## config.mk

```make
export PLATFORM = sky130hd
export DESIGN_NAME = jtag_vec_shifter
export DESIGN_NICKNAME = d
export VERILOG_FILES = /design/src/rtl/jvs_pkg.sv /design/src/rtl/jvs_regs.sv /design/src/rtl/jvs_tck_gen.sv /design/src/rtl/jvs_seq.sv /design/src/rtl/jtag_vec_shifter.sv
export SDC_FILE = /design/constraint.sdc
export NUM_CORES = 1
export LEC_CHECK = 0
export CAP_MARGIN = 5
export CORE_ASPECT_RATIO = 2
export CORE_UTILIZATION = 46
export CTS_CLUSTER_SIZE = 14
export DETAILED_ROUTE_END_ITERATION = 8
export HOLD_SLACK_MARGIN = 0.15
export PLACE_DENSITY = 0.66
export SETUP_SLACK_MARGIN = 0.05
export SYNTH_ARGS = -nofsm -noshare
export SYNTH_HDL_FRONTEND = slang
export SYNTH_HIERARCHICAL = 1
export SYNTH_SLANG_ARGS = --single-unit
```

## constraint.sdc

```tcl
create_clock -name clk_i -period 5 [get_ports clk_i]
set_input_delay 1 -clock clk_i [delete_from_list [all_inputs] [get_ports clk_i]]
set_output_delay 1 -clock clk_i [all_outputs]
set_load 0.05 [all_outputs]
```

## src/rtl/jvs_pkg.sv

```systemverilog
package jvs_pkg;
  typedef enum logic [5:0] {
    W_EXTHDR = 6'h00,
    W_VSHDR  = 6'h01,
    W_DIV    = 6'h02,
    W_LEN    = 6'h03,
    W_TMS    = 6'h04,
    W_TDX    = 6'h05
  } win_word_e;
endpackage

```

## src/rtl/jvs_regs.sv

```systemverilog
module jvs_regs
  import jvs_pkg::*;
#(
  parameter int unsigned VEC_W   = 32,
  parameter int unsigned LEN_W   = 6,
  parameter int unsigned DIV_W   = 16,
  parameter logic [15:0] CAP_ID  = 16'h000B,
  parameter logic [3:0]  CAP_VER = 4'h1,
  parameter logic [11:0] CAP_NXT = 12'h000,
  parameter logic [15:0] VS_ID   = 16'h0008,
  parameter logic [3:0]  VS_REV  = 4'h0,
  parameter logic [11:0] VS_LEN  = 12'h020
) (
  input  logic             clk_i,
  input  logic             rst_ni,
  input  logic             wr_i,
  input  logic [7:0]       addr_i,
  input  logic [31:0]      wdata_i,
  input  logic [VEC_W-1:0] res_i,
  output logic [31:0]      rdata_o,
  output logic             shift_hit_o,
  output logic             start_o,
  output logic [LEN_W-1:0] len_o,
  output logic [DIV_W-1:0] div_o,
  output logic [VEC_W-1:0] tms_vec_o,
  output logic [VEC_W-1:0] tdi_vec_o
);
  logic [5:0] word;
  logic [LEN_W-1:0] len_q;
  logic [DIV_W-1:0] div_q;
  logic [VEC_W-1:0] tms_q;
  logic unused_lsb;

  assign word       = addr_i[7:2];
  assign unused_lsb = ^addr_i[1:0];

  assign shift_hit_o = (word == W_DIV) || (word == W_LEN) ||
                       (word == W_TMS) || (word == W_TDX);
  assign start_o   = wr_i && (word == W_TDX);
  assign tdi_vec_o = wdata_i[VEC_W-1:0];

  always_ff @(posedge clk_i or negedge rst_ni) begin
    if (!rst_ni) begin
      len_q <= LEN_W'(VEC_W);
      div_q <= DIV_W'(1);
      tms_q <= '0;
    end else if (wr_i) begin
      unique case (word)
        W_LEN: len_q <= (wdata_i == 32'd0 || wdata_i > 32'(VEC_W))
                        ? LEN_W'(VEC_W) : wdata_i[LEN_W-1:0];
        W_DIV: div_q <= (wdata_i[DIV_W-1:0] == '0) ? DIV_W'(1) : wdata_i[DIV_W-1:0];
        W_TMS: tms_q <= wdata_i[VEC_W-1:0];
        default: ;
      endcase
    end
  end

  always_comb begin
    unique case (word)
      W_EXTHDR: rdata_o = {CAP_NXT, CAP_VER, CAP_ID};
      W_VSHDR:  rdata_o = {VS_LEN, VS_REV, VS_ID};
      W_DIV:    rdata_o = 32'(div_q);
      W_LEN:    rdata_o = 32'(len_q);
      W_TMS:    rdata_o = 32'(tms_q);
      W_TDX:    rdata_o = 32'(res_i);
      default:  rdata_o = '0;
    endcase
  end

  assign len_o     = len_q;
  assign div_o     = div_q;
  assign tms_vec_o = tms_q;

  AST_LEN_IN_RANGE: assert property (@(posedge clk_i) disable iff (!rst_ni)
    (len_q != '0) && (len_q <= LEN_W'(VEC_W)));
  AST_DIV_NONZERO: assert property (@(posedge clk_i) disable iff (!rst_ni)
    div_q != '0);
endmodule

```

## src/rtl/jvs_tck_gen.sv

```systemverilog
module jvs_tck_gen #(
  parameter int unsigned DIV_W = 16
) (
  input  logic             clk_i,
  input  logic             rst_ni,
  input  logic             run_i,
  input  logic [DIV_W-1:0] half_i,
  output logic             tick_o
);
  logic [DIV_W-1:0] cnt_q;

  assign tick_o = run_i && (cnt_q == half_i - DIV_W'(1));

  always_ff @(posedge clk_i or negedge rst_ni) begin
    if (!rst_ni)                cnt_q <= '0;
    else if (!run_i || tick_o)  cnt_q <= '0;
    else                        cnt_q <= cnt_q + DIV_W'(1);
  end

  AST_CNT_BELOW_HALF: assert property (@(posedge clk_i) disable iff (!rst_ni)
    run_i |-> (cnt_q < half_i));
endmodule

```

## src/rtl/jvs_seq.sv

```systemverilog
module jvs_seq #(
  parameter int unsigned VEC_W = 32,
  parameter int unsigned LEN_W = 6
) (
  input  logic             clk_i,
  input  logic             rst_ni,
  input  logic             start_i,
  input  logic [LEN_W-1:0] len_i,
  input  logic [VEC_W-1:0] tms_vec_i,
  input  logic [VEC_W-1:0] tdi_vec_i,
  input  logic             tick_i,
  input  logic             tdo_i,
  output logic             busy_o,
  output logic             tck_o,
  output logic             tms_o,
  output logic             tdi_o,
  output logic [VEC_W-1:0] res_o
);
  localparam int unsigned IDX_W = $clog2(VEC_W);

  logic             busy_q, tck_q;
  logic [LEN_W-1:0] idx_q;
  logic [VEC_W-1:0] tms_sh, tdi_sh, res_q;
  logic             last_bit;

  assign last_bit = (idx_q == len_i - LEN_W'(1));

  always_ff @(posedge clk_i or negedge rst_ni) begin
    if (!rst_ni) begin
      busy_q <= 1'b0;
      tck_q  <= 1'b0;
      idx_q  <= '0;
      tms_sh <= '0;
      tdi_sh <= '0;
      res_q  <= '0;
    end else if (start_i) begin
      busy_q <= 1'b1;
      tck_q  <= 1'b0;
      idx_q  <= '0;
      tms_sh <= tms_vec_i;
      tdi_sh <= tdi_vec_i;
      res_q  <= '0;
    end else if (busy_q && tick_i) begin
      if (!tck_q) begin
        tck_q <= 1'b1;
        res_q[idx_q[IDX_W-1:0]] <= tdo_i;
      end else begin
        tck_q <= 1'b0;
        if (last_bit) begin
          busy_q <= 1'b0;
        end else begin
          idx_q  <= idx_q + LEN_W'(1);
          tms_sh <= tms_sh >> 1;
          tdi_sh <= tdi_sh >> 1;
        end
      end
    end
  end

  assign busy_o = busy_q;
  assign tck_o  = tck_q;
  assign tms_o  = tms_sh[0];
  assign tdi_o  = tdi_sh[0];
  assign res_o  = res_q;

  AST_NO_START_WHILE_BUSY: assert property (@(posedge clk_i) disable iff (!rst_ni)
    busy_q |-> !start_i);
  AST_TCK_IDLE_LOW: assert property (@(posedge clk_i) disable iff (!rst_ni)
    !busy_q |-> !tck_q);
  AST_VEC_HOLD_HIGH: assert property (@(posedge clk_i) disable iff (!rst_ni)
    (busy_q && $past(busy_q) && !$fell(tck_q)) |-> ($stable(tms_sh[0]) && $stable(tdi_sh[0])));
  AST_IDX_IN_RANGE: assert property (@(posedge clk_i) disable iff (!rst_ni)
    busy_q |-> (idx_q < len_i));
endmodule

```

## src/rtl/jtag_vec_shifter.sv

```systemverilog
module jtag_vec_shifter #(
  parameter int unsigned VEC_W = 32,
  parameter int unsigned DIV_W = 16
) (
  input  logic        clk_i,
  input  logic        rst_ni,
  input  logic        req_i,
  input  logic        we_i,
  input  logic [7:0]  addr_i,
  input  logic [31:0] wdata_i,
  output logic        ack_o,
  output logic [31:0] rdata_o,
  output logic        busy_o,
  output logic        tck_o,
  output logic        tms_o,
  output logic        tdi_o,
  input  logic        tdo_i
);
  localparam int unsigned LEN_W = $clog2(VEC_W + 1);

  logic             shift_hit, start, tick, wr;
  logic [LEN_W-1:0] len;
  logic [DIV_W-1:0] div;
  logic [VEC_W-1:0] tms_vec, tdi_vec, res;

  assign ack_o = req_i && !(busy_o && shift_hit);
  assign wr    = ack_o && we_i;

  jvs_regs #(.VEC_W(VEC_W), .LEN_W(LEN_W), .DIV_W(DIV_W)) u_regs (
    .clk_i, .rst_ni, .wr_i(wr), .addr_i, .wdata_i, .res_i(res),
    .rdata_o, .shift_hit_o(shift_hit), .start_o(start), .len_o(len),
    .div_o(div), .tms_vec_o(tms_vec), .tdi_vec_o(tdi_vec)
  );

  jvs_tck_gen #(.DIV_W(DIV_W)) u_tck (
    .clk_i, .rst_ni, .run_i(busy_o), .half_i(div), .tick_o(tick)
  );

  jvs_seq #(.VEC_W(VEC_W), .LEN_W(LEN_W)) u_seq (
    .clk_i, .rst_ni, .start_i(start), .len_i(len), .tms_vec_i(tms_vec),
    .tdi_vec_i(tdi_vec), .tick_i(tick), .tdo_i, .busy_o, .tck_o, .tms_o,
    .tdi_o, .res_o(res)
  );
endmodule

```

== Word level (Yosys, flattened, before mapping) ==
Index checks and enable logic that the tools add are counted.

* Input bits: 45
* Word-level logic and storage cells: 81
* Flip-flop bits (word level): 174

* Magnitude comparators: 3
* Reductions and logical operators: 26
* Equal/unequal tests: 9
* Mux-type cells: 29
* Add/subtract/negate cells: 4

{| class="wikitable"
|+ Operators by type and width
! cell !! count
|-
| $mux 32 || 11
|-
| $pmux 32 s6 || 1
|-
| $bwmux 32 || 1
|-
| $gt 32x6->1 const B || 1
|-
| $logic_not 32->1 || 1
|-
| $mux 16 || 2
|-
| $mux 6 || 5
|-
| $add 16x1->16 const B || 1
|-
| $eq 16x16->1 || 1
|-
| $logic_not 16->1 || 1
|-
| $sub 16x1->16 const B || 1
|-
| $eq 6x2->1 const B || 2
|-
| $eq 6x3->1 const B || 2
|-
| $mux 1 || 8
|-
| $reduce_and 2->1 || 4
|-
| $logic_and 1x1->1 || 7
|-
| $add 6x1->6 const B || 1
|-
| $eq 6x1->1 const B || 1
|-
| $eq 6x6->1 || 1
|-
| $logic_not 6->1 || 1
|-
| $lt 5x6->1 const B || 1
|-
| $reduce_and 3->1 || 2
|-
| $reduce_bool 2->1 || 3
|-
| $sub 6x1->6 const B || 1
|-
| 5 further kinds || 11
|}

== Logic depth before layout (Yosys ltp) ==
Gate-level depths: netlist (run 1).

* Depth after elaboration: 11
* Mapped depth: 15

== Modules after synthesis ==
The synthesis (run 1) kept the hierarchy.

{| class="wikitable"
|+ By module, submodules not included
! module !! area an instance (sq um) !! times used !! cells an instance !! seq. area each (sq um)
|-
| jvs_seq || 5989.5 || 1 || 693 || 2602.5
|-
| jvs_regs || 3079.2 || 1 || 257 || 1353.8
|-
| jvs_tck_gen || 1456.4 || 1 || 169 || 400.4
|-
| jtag_vec_shifter || 17.5 || 1 || 2 || 0.0
|}

== Worst setup path before layout (run 1) ==
No wires, ideal clock.

* Kind: input port to output port
* Start point: input port addr_i[5]
* End point: output port rdata_o[25]
* Setup slack: 0.916 ns
* Data arrival time: 3.084 ns
* Path buffers: 1
* Stages on the path: 3
* Data required time: 4.000 ns
* Cells stage by stage: or3_4 > buf_4 > nor4_1

* Word-level cells in the longest chain between the ends: 2
* Elaborated cells on any way between the ends: 7
* Classes of those cells: 5 x eq/ne; 1 x mux; 1 x reduce/logical

{| class="wikitable"
|+ RTL lines
! item !! line !! source
|-
| from (decl) || jtag_vec_shifter.sv:9 || <nowiki>input logic [7:0] addr_i,</nowiki>
|-
| $eq 6x3->1 (tied with other cells) || jvs_regs.sv:59 || <nowiki>unique case (word)</nowiki>
|-
| $pmux 32 s6 (*) || jvs_regs.sv:59 ||
|-
| to (decl) || jtag_vec_shifter.sv:12 || <nowiki>output logic [31:0] rdata_o,</nowiki>
|}

Mark *: on every way between the ends. The rest lies on a longest branch, timed or not.

== Worst setup path after layout (run 1) ==
* Start point: register u_regs.div_q[3], in the netlist u_regs/div_o[3]
* End point: register u_seq.res_q[1], in the netlist u_seq/res_o[1]

* Word-level cells in the longest chain between the ends: 6

{| class="wikitable"
|+ RTL lines
! item !! line !! source
|-
| from (decl) || jvs_regs.sv:30 || <nowiki>logic [DIV_W-1:0] div_q;</nowiki>
|-
| from (signal assigned) || jvs_regs.sv:51 || <nowiki>W_DIV: div_q <= (wdata_i[DIV_W-1:0] == '0) ? DIV_W'(1) : wdata_i[DIV_W-1:0];</nowiki>
|-
| $sub 16x1->16 || jvs_tck_gen.sv:12 || <nowiki>assign tick_o = run_i && (cnt_q == half_i - DIV_W'(1));</nowiki>
|-
| $eq 16x16->1 || jvs_tck_gen.sv:12 ||
|-
| $logic_and 1x1->1 || jvs_tck_gen.sv:12 ||
|-
| via tick || jtag_vec_shifter.sv:21 || <nowiki>logic shift_hit, start, tick, wr;</nowiki>
|-
| $logic_and 1x1->1 || jvs_seq.sv:43 || <nowiki>end else if (busy_q && tick_i) begin</nowiki>
|-
| $reduce_bool 2->1 (no line) || -- ||
|-
| $reduce_and 2->1 (no line) || -- ||
|-
| to (signal, indexed assignment) || jvs_seq.sv:46 || <nowiki>res_q[idx_q[IDX_W-1:0]] <= tdo_i;</nowiki>
|-
| to (decl) || jvs_seq.sv:23 || <nowiki>logic [VEC_W-1:0] tms_sh, tdi_sh, res_q;</nowiki>
|}

The timed path passes the listed nets, and every way through them passes these cells.
A chain may end at the register's enable or synchronous reset.

==> results.tsv, run 1 <==
metric	value	unit
die width	109	um
design area	12200	um2
TritonCTS clock tree	built	
Seq/Total Area, Yosys	41.3	%
final instance count without filler cells	1409	
Tcrit/Tclk final	92.3	%
Crit. Startpoint	u_regs/div_o[3]	
top post-synthesis cells by count	dfrtp_1, nand3_1, nor2b_1	
Tmin final	4610	ps
share of the synthesized area in the top cell type	40.8	%
Seq cells post-synth	174	
DIE HEIGHT	216	um
CP max FO	9	
root buf cell	clkbuf_16	
CTS Buffer Depth	2	
layout cells sized above 1	14.9	%
leading register cell type out of synthesis	dfrtp_1	
Req. time, crit path	5330	ps
# IOs	82	
Setup Skew	11.4	ps
Fin Hold WS	517	ps
Setup Fix Bufs, Post-CTS	0	
syn avg cell area	9.40	um2
final wirelength	31500	um
H-tree depth	4	
HP Class	flip-flop to flip-flop	
Clock Latency Late Sink	460	ps
RSZ-0062 raised after global routing	false	
Critical R2R Launch	u_regs/div_o[3]	
crit path kind	flip-flop to flip-flop	
CP Capture Type	flip-flop	
status	finished clean	
pwr dens	279	nW/um2
Via density	6.31	
most used routing layer	met2	
Area Overhead vs Synth	15.3	%
Slew headroom	19.8	%
Syn Nets	1173	
post-synth top area cell	dfrtp_1	
Yosys warnings	6	
startpoint types	flip-flop	
Die ar.	23600	um2
routing usage on met2	46.5	%
GRT Resource Usage Total	27.8	%
Post-CTS Hold Fix Bufs	0	
Cells after DPL	1377	
met1 Resource Use GR	31.3	%
setup TNS	0	ps
Final Hold Viols	0	
placed instance area	11600	um2
clk sinks	174	
max frequency	217	MHz
ys async rst share	100	%
leakage	5.31	nW
drt pass-1 iters	5	
maxcap violations	0	
top-count cell post-synth	dfrtp_1	
DR vias	8893	
Initial Util	46.8	%
clock slew at reported path FFs	70	ps
final core occ	53.9	%
first-pass GRT wire length	48800	um
Rows	78	
dpl hpwl	21500	um
cts bufs inserted	17	
Final Wtd Congestion	0.901	
Slew Limit Fails	0	
grt total ovfl	0	
GR Layer Usage met3	4.09	%
PortBufs	79	
largest net degree at the start of global routing	99	
vias in the first global route	8625	
Synth area leaders	dfrtp_1, nand3_1, a22oi_1	
Max IR drop VDD	0.240	mV
Power, Total	3.39	mW
ANT cells	0	
Mapped Area	10500	um2
DR DRC count	0	
Routed Antenna Nets	0	
Routed WL per cell	22.3	um
dpl ws	389	ps
worst slew pin tran	1200	ps
EDFF count, synth	0	
synth unique cells	71	
CP arrival	4950	ps
final setup vio count	0	
Final WS setup	386	ps
Fill cells	2043	
hold_sp	u_tck/cnt_q[0]	
Starting DRT DRC Count	860	
core area	22500	um2
Syn Inst Count	1121	
initial antenna violation count	0	
Layout Nets	1168	
[worst max-delay path, cell delays in order (launching register included)]
cell,delay [ps]
dfrtp_1,490
or4_1,710
nor4_1,580
mux2_2,400
a31o_2,230
a2111oi_1,610
buf_4,250
and3b_1,300
and2_0,550
nand2_1,150
mux2i_1,180
nor2_1,60
[power by group]
| group | total, mW | leakage, nW | internal (mW) | switching (mW) |
|---|---|---|---|---|
| combinational | 0.446 | 2.76 | 0.204 | 0.242 |
| sequential | 1.60 | 2.27 | 1.50 | 0.101 |
| clock | 1.34 | 0.284 | 0.717 | 0.625 |
| total | 3.39 | 5.31 | 2.42 | 0.968 |
[flip-flops by register name, indices dropped and copies added (netlist names)]
signal	cells
u_regs/tms_vec_o	32
u_seq/res_o	32
u_seq/tdi_sh	32
u_seq/tms_sh	32
u_regs/div_o	16
u_tck/cnt_q	16
u_regs/len_o	6
u_seq/idx_q	6
u_seq/busy_o	1
u_seq/tck_o	1
[layer usage]
layer,vias to the layer above,share of wire [%],wire length (um)
li1,4060,-,-
met1,4416,36,11400
met2,330,52,16500
met3,87,4.4,1370
met4,0,7.1,2220
met5,-,0,0
[cell type report]
class	count	area, um2	area share [%]
sequential	174	4360	35.8
timing repair buffer	100	1270	10.5
multi-input combinational	801	5510	45.3
tap	280	350	2.88
clock buffer	18	439	3.61
clock inverter	14	145	1.19
inverter	22	82.6	0.679
[kinds of logic (layout without fill, tap and decap cells)]
family	count (synthesis)	after routing	share of synthesized area, %
flip-flops	174	174	41.3
AO/OA/AOI/OAI	254	254	18.1
XOR/XNOR	34	34	2.82
adder cells (fa/ha/maj)	7	7	0.831
buffers and inverters	146	154	6.88
multiplexers	66	66	7.98
AND/OR/NAND/NOR	440	440	22.0
[timing repair]
item,CTS,global route
endpoints found under the hold margin,0,0
resized for setup,0,1
setup endpoints to repair,0,2
[placed cells by master, fill, tap and decap left out, types with 32 or more instances in the layout]
master           instances
nand3_1                140
nor2_1                  49
a21oi_1                 35
nor2b_1                 77
clkdlybuf4s50_1         48
a22oi_1                 66
o211ai_1                62
buf_12                  32
dfrtp_1                172
nand2_1                 70
[path summary, 6_finish.rpt]
check | to | slack [ps] | cells after the start
worst max-delay path | u_seq/res_o[1] | 390 | 11
min in group asynchronous | u_tck/cnt_q[2] | 650 | 1
worst min-delay path | u_tck/cnt_q[0] | 520 | 1
worst min register to register | u_tck/cnt_q[0] | 520 | 1
max in group asynchronous | u_seq/tdi_sh[9] | 3210 | 2
worst max register to register | u_seq/res_o[1] | 390 | 11
Power figures use the tool's default switching activity.
==> inputs of run 2 (changes only) <==
==> constraint.sdc (replaced) <==
create_clock -name clk_i -period 5.5 [get_ports clk_i]
set_input_delay 1.1 -clock clk_i [delete_from_list [all_inputs] [get_ports clk_i]]
set_output_delay 1.1 -clock clk_i [all_outputs]
set_load 0.05 [all_outputs]
==> run 2 against run 1 <==
Combinational power fell by 8.7%. Clock skew is 3.5 ps lower. First-iteration DRC count fell by 10%. Critical path type is now input port to primary output. Highest routed layer unchanged. Critical endpoint is now rdata_o[14].
==> results.tsv, run 2 (synthesized netlist as in run 1, its figures left out) <==
metric	value	unit
H-tree depth	4	
max frequency	206	MHz
Die ar.	23600	um2
CP Capture Type	primary output	
most frequent CP cell	clkdlybuf4s50_1	
Initial Util	46.8	%
DIE HEIGHT	216	um
first-pass GRT wire length	50000	um
die width	109	um
status	finished clean	
cts bufs inserted	17	
startpoint types	input port	
FF-to-FF path depth	11	
Fill cells	2066	
Slew headroom	22.3	%
# IOs	82	
worst slew pin tran	1160	ps
Worst path top cell family by delay	buffers and inverters	
Clock Latency Late Sink	440	ps
Worst Setup EP	rdata_o[14]	
Req. time, crit path	4400	ps
PortBufs	79	
grt total ovfl	0	
root buf cell	clkbuf_16	
setup TNS	0	ps
CTS Buffer Depth	2	
clock slew at reported path FFs	60	ps
CP arrival	3760	ps
drt pass-1 iters	6	
Tmin final	4860	ps
Critical R2R Launch	u_regs/div_o[3]	
leakage	5.24	nW
Crit path depth	6	
pwr dens	266	nW/um2
Max IR drop VDD	0.175	mV
Layout Nets	1165	
largest net degree at the start of global routing	128	
Setup Fix Bufs, Post-CTS	0	
Setup Skew	7.86	ps
final setup vio count	0	
HP Class	flip-flop to flip-flop	
crit path kind	input port to primary output	
Routed Antenna Nets	0	
Final Wtd Congestion	0.958	
maxcap violations	0	
RSZ-0062 raised after global routing	false	
Slew Limit Fails	0	
GRT Resource Usage Total	28.1	%
Crit path largest cell delay	800	ps
Power, Total	3.15	mW
R2R Setup Slk	1020	ps
Starting DRT DRC Count	772	
CP max FO	13	
most common cell after layout, fill and taps aside	dfrtp_1	
initial antenna violation count	0	
DR vias	8993	
core area	22500	um2
post-cts resize count	0	
Via density	6.40	
final wirelength	31800	um
layout cells sized above 1	14.3	%
Final Hold Viols	0	
multi-input logic area	5510	um2
Crit. Startpoint	addr_i[5]	
r2r endpoint	u_seq/res_o[3]	
clk sinks	174	
DR DRC count	0	
Tcrit/Tclk final	88.4	%
CP cell instances	clkdlybuf4s50_1 > or3_4 > nor4_4 > a222oi_1 > inv_1 > clkdlybuf4s50_1	
Critical-path top delay cell	clkdlybuf4s50_1	
most frequent cells in the layout	dfrtp_1, nand3_1, nor2b_1, nand2_1, a22oi_1	
Area Overhead vs Synth	12.4	%
dpl hpwl	21400	um
vias in the first global route	8879	
flip-flop and latch area	4360	um2
CP bufs+invs	3	
Post-CTS Hold Fix Bufs	0	
ANT cells	0	
Routed WL per cell	22.6	um
Rows	78	
TritonCTS clock tree	built	
## run 2: changes by cell type in the layout (fill, tap and decap cells not counted)
cell | before | now
clkbuf_1 | 0 | 1
clkinv_2 | 1 | 4
inv_6 | 6 | 0
clkbuf_8 | 1 | 4
bufinv_16 | 1 | 3
a2111oi_1 | 1 | 0
clkinvlp_4 | 2 | 1
a2111oi_0 | 1 | 2
clkinv_4 | 1 | 2
buf_12 | 32 | 6
clkdlybuf4s50_1 | 48 | 51
buf_4 | 19 | 39
inv_8 | 3 | 0
## run 2: worst min path at each step
| stage | from | endpoint | slack [ps] | cells past startpoint |
|---|---|---|---|---|
| 5_1_grt | u_seq/res_o[5] | u_seq/res_o[5] | 540 | 2 |
| 3_3_place_gp | u_regs/len_o[5] | u_regs/len_o[5] | 510 | 2 |
| 2_1_floorplan | u_regs/tms_vec_o[31] | u_seq/tms_sh[31] | 470 | 2 |
| 3_5_place_dp | u_seq/res_o[5] | u_seq/res_o[5] | 520 | 2 |
| 4_1_cts | u_seq/res_o[5] | u_seq/res_o[5] | 530 | 2 |
| 6_report | u_tck/cnt_q[0] | u_tck/cnt_q[0] | 520 | 1 |
## run 2: layer usage
metal  routed length [um]  share of wire (%)  up-vias  GRT usage (%)
met3                 1440                4.5       91           4.87
met1                12000                 38     4493           32.4
met5                    0                  0        -              0
met2                16500                 52      358           47.5
li1                     -                  -     4051              -
met4                 1840                5.8        0           16.9
## run 2: cell type report
cell class              instances  area share, %
multi-input cells             801           46.5
flip-flops and latches        174           36.8
inverters                      22          0.697
clock inverters                10           1.14
repair buffers                 97           7.89
well taps                     280           2.96
clock buffers                  22           4.09
## run 2: per-stage QoR
stage               worst slack [ps]  cell area, um2  hold WS, ps  utilization, %  cells
floorplan                       1220           10500          470               -   1121
global placement                 698           11200          507            49.8   1374
finish                           640           11800          524            52.6   1406
global route                     554           11800          543            52.6   1406
CTS                              663           11800          526            52.6   1406
detailed placement               668           11200          516            49.8   1374
## run 2: where the power goes
group,internal (mW),switching [mW],total [mW]
combinational,0.182,0.225,0.407
clock,0.761,0.520,1.28
sequential,1.37,0.0926,1.46
==> inputs of run 3 (changes only) <==
--- a/config.mk
+++ b/config.mk
@@ -10,6 +10,7 @@
 export CORE_UTILIZATION = 46
 export CTS_CLUSTER_SIZE = 14
 export DETAILED_ROUTE_END_ITERATION = 8
+export GPL_TIMING_DRIVEN = 0
 export HOLD_SLACK_MARGIN = 0.15
 export PLACE_DENSITY = 0.66
 export SETUP_SLACK_MARGIN = 0.05
==> run 3 against run 2 <==
Register-to-register slack worse by 100 ps. Die area stayed put. Power up 1.2%. Critical path depth grew 3.
==> results.tsv, run 3 (synthesized netlist as in run 1, its figures left out) <==
metric	value	unit
clock share of power	40.6	%
Clock Latency Late Sink	450	ps
CP arrival	4010	ps
GRT Resource Usage Total	30.6	%
final wirelength	34500	um
layout cells sized above 1	13.6	%
CTS Buffer Depth	2	
Hold Path Sink	u_tck/cnt_q[0]	
Sw Ratio	26.4	%
RSZ-0062 raised after global routing	false	
final core occ	54.7	%
root buf cell	clkbuf_16	
Fill cells	2054	
final setup vio count	0	
Post-CTS Hold Fix Bufs	0	
FF-to-FF path depth	12	
R2R Setup Slk	920	ps
clk sinks	174	
most frequent cells in the layout	dfrtp_1, nand3_1, nor2b_1, clkdlybuf4s50_1, nand2_1	
H-tree depth	4	
hold depth	1	
Max IR drop VDD	0.203	mV
largest net degree at the start of global routing	101	
initial antenna violation count	0	
r2r endpoint	u_seq/tms_sh[27]	
DR vias	9386	
worst slew pin tran	912	ps
vias in the first global route	9166	
PortBufs	77	
Initial Util	46.8	%
ANT cells	0	
CP Capture Type	primary output	
Slew headroom	39.1	%
Critical-path top delay cell	clkdlybuf4s50_1	
metal3 WL	1610	um
startpoint types	input port	
HP Class	flip-flop to flip-flop	
most common cell after layout, fill and taps aside	dfrtp_1	
status	finished clean	
drt pass-1 iters	7	
dpl hpwl	25600	um
Routed WL per cell	22.8	um
multi-input logic area	5460	um2
Switch Pwr	0.842	mW
dpl ws	280	ps
pwr dens	258	nW/um2
Setup Skew	7.45	ps
DR DRC count	0	
hold_sp	u_tck/cnt_q[0]	
Final WS setup	392	ps
Area Overhead vs Synth	17.0	%
Tmin final	5110	ps
CP max FO	10	
leakage	5.43	nW
clock slew at reported path FFs	60	ps
Req. time, crit path	4400	ps
Pint	2.34	mW
first-pass GRT wire length	53000	um
TritonCTS clock tree	built	
cts bufs inserted	17	
core area	22500	um2
die width	109	um
top routing layer in use	met4	
Routed Antenna Nets	0	
Tcrit/Tclk final	92.9	%
sequential share of power	46.1	%
Final Wtd Congestion	0.954	
Rows	78	
max frequency	196	MHz
grt total ovfl	0	
Fin Hold WS	517	ps
Die ar.	23600	um2
DIE HEIGHT	216	um
Combinational Power Share	13.3	%
Crit path largest cell delay	860	ps
metal2 WL	17400	um
Critical R2R Launch	u_regs/div_o[3]	
Final Hold Viols	0	
CP cell instances	clkdlybuf4s50_1 > or3_4 > buf_4 > nor3_2 > buf_2 > buf_2 > a22oi_1 > o21ai_0 > clkdlybuf4s50_1	
Starting DRT DRC Count	829	
# IOs	82	
Slew Limit Fails	0	
maxcap violations	0	
DRT met1 WL	12500	um
Via density	6.21	
Setup Fix Bufs, Post-CTS	0	
Crit. Startpoint	addr_i[5]	
flip-flop and latch area	4360	um2
crit path kind	input port to primary output	
Layout Nets	1271	
post-cts resize count	0	
## run 3: changes by cell type in the layout (fill, tap and decap cells not counted), moves of 2 or more
cell | before | now
buf_1 | 0 | 8
buf_12 | 6 | 0
buf_2 | 0 | 16
buf_4 | 39 | 34
buf_6 | 1 | 4
clkbuf_1 | 1 | 64
clkbuf_8 | 4 | 2
clkdlybuf4s50_1 | 51 | 76
## run 3: power groups by stage
stage               registers [mW]  logic (mW)  clock network (mW)
floorplan                     1.44       0.278                   0
global placement              1.49       0.411                   0
detailed placement            1.49       0.420                   0
CTS                           1.47       0.423                1.32
global route                  1.47       0.461                1.37
finish                        1.47       0.425                1.29
## run 3: how the worst max path moves through the flow
stage               depth (start not counted)  slack, ps                to
floorplan                                   3       1220       rdata_o[25]
global placement                            1      -4240  u_seq/tdi_sh[12]
detailed placement                         11        280   u_seq/res_o[14]
CTS                                         9        410        rdata_o[4]
global route                                9        300        rdata_o[5]
finish                                      9        390        rdata_o[4]
## run 3: through the flow
stage                     total power [mW]  cells  setup TNS, ps  instance area (um2)
after floorplan                       1.72   1121              0                10500
after global placement                1.90   1478        -730100                11700
after detailed placement              1.91   1480              0                11700
after CTS                             3.21   1512              0                12300
after global routing                  3.30   1512              0                12300
final                                 3.19   1512              0                12300
## run 3: final cells by class
class                      instances  area share [%]
buffer                           124            5.22
inverter                          22           0.670
sequential                       174            35.3
clock buffer                      21            3.73
multi-input combinational        801            44.3
timing repair buffer              79            6.59
clock inverter                    11            1.33
tap                              280            2.84
## run 3: worst max-delay path: cells and delay by family
family,cells,cell delay (ps)
buffers and inverters,5,2050
AND/OR/NAND/NOR,2,610
AO/OA/AOI/OAI,2,250
## run 3: per-layer routing
metal	vias to the layer above	GRT usage (%)
li1	4261	-
met3	120	4.84
met5	-	0
met4	0	25.2
met1	4617	34.0
met2	388	50.4
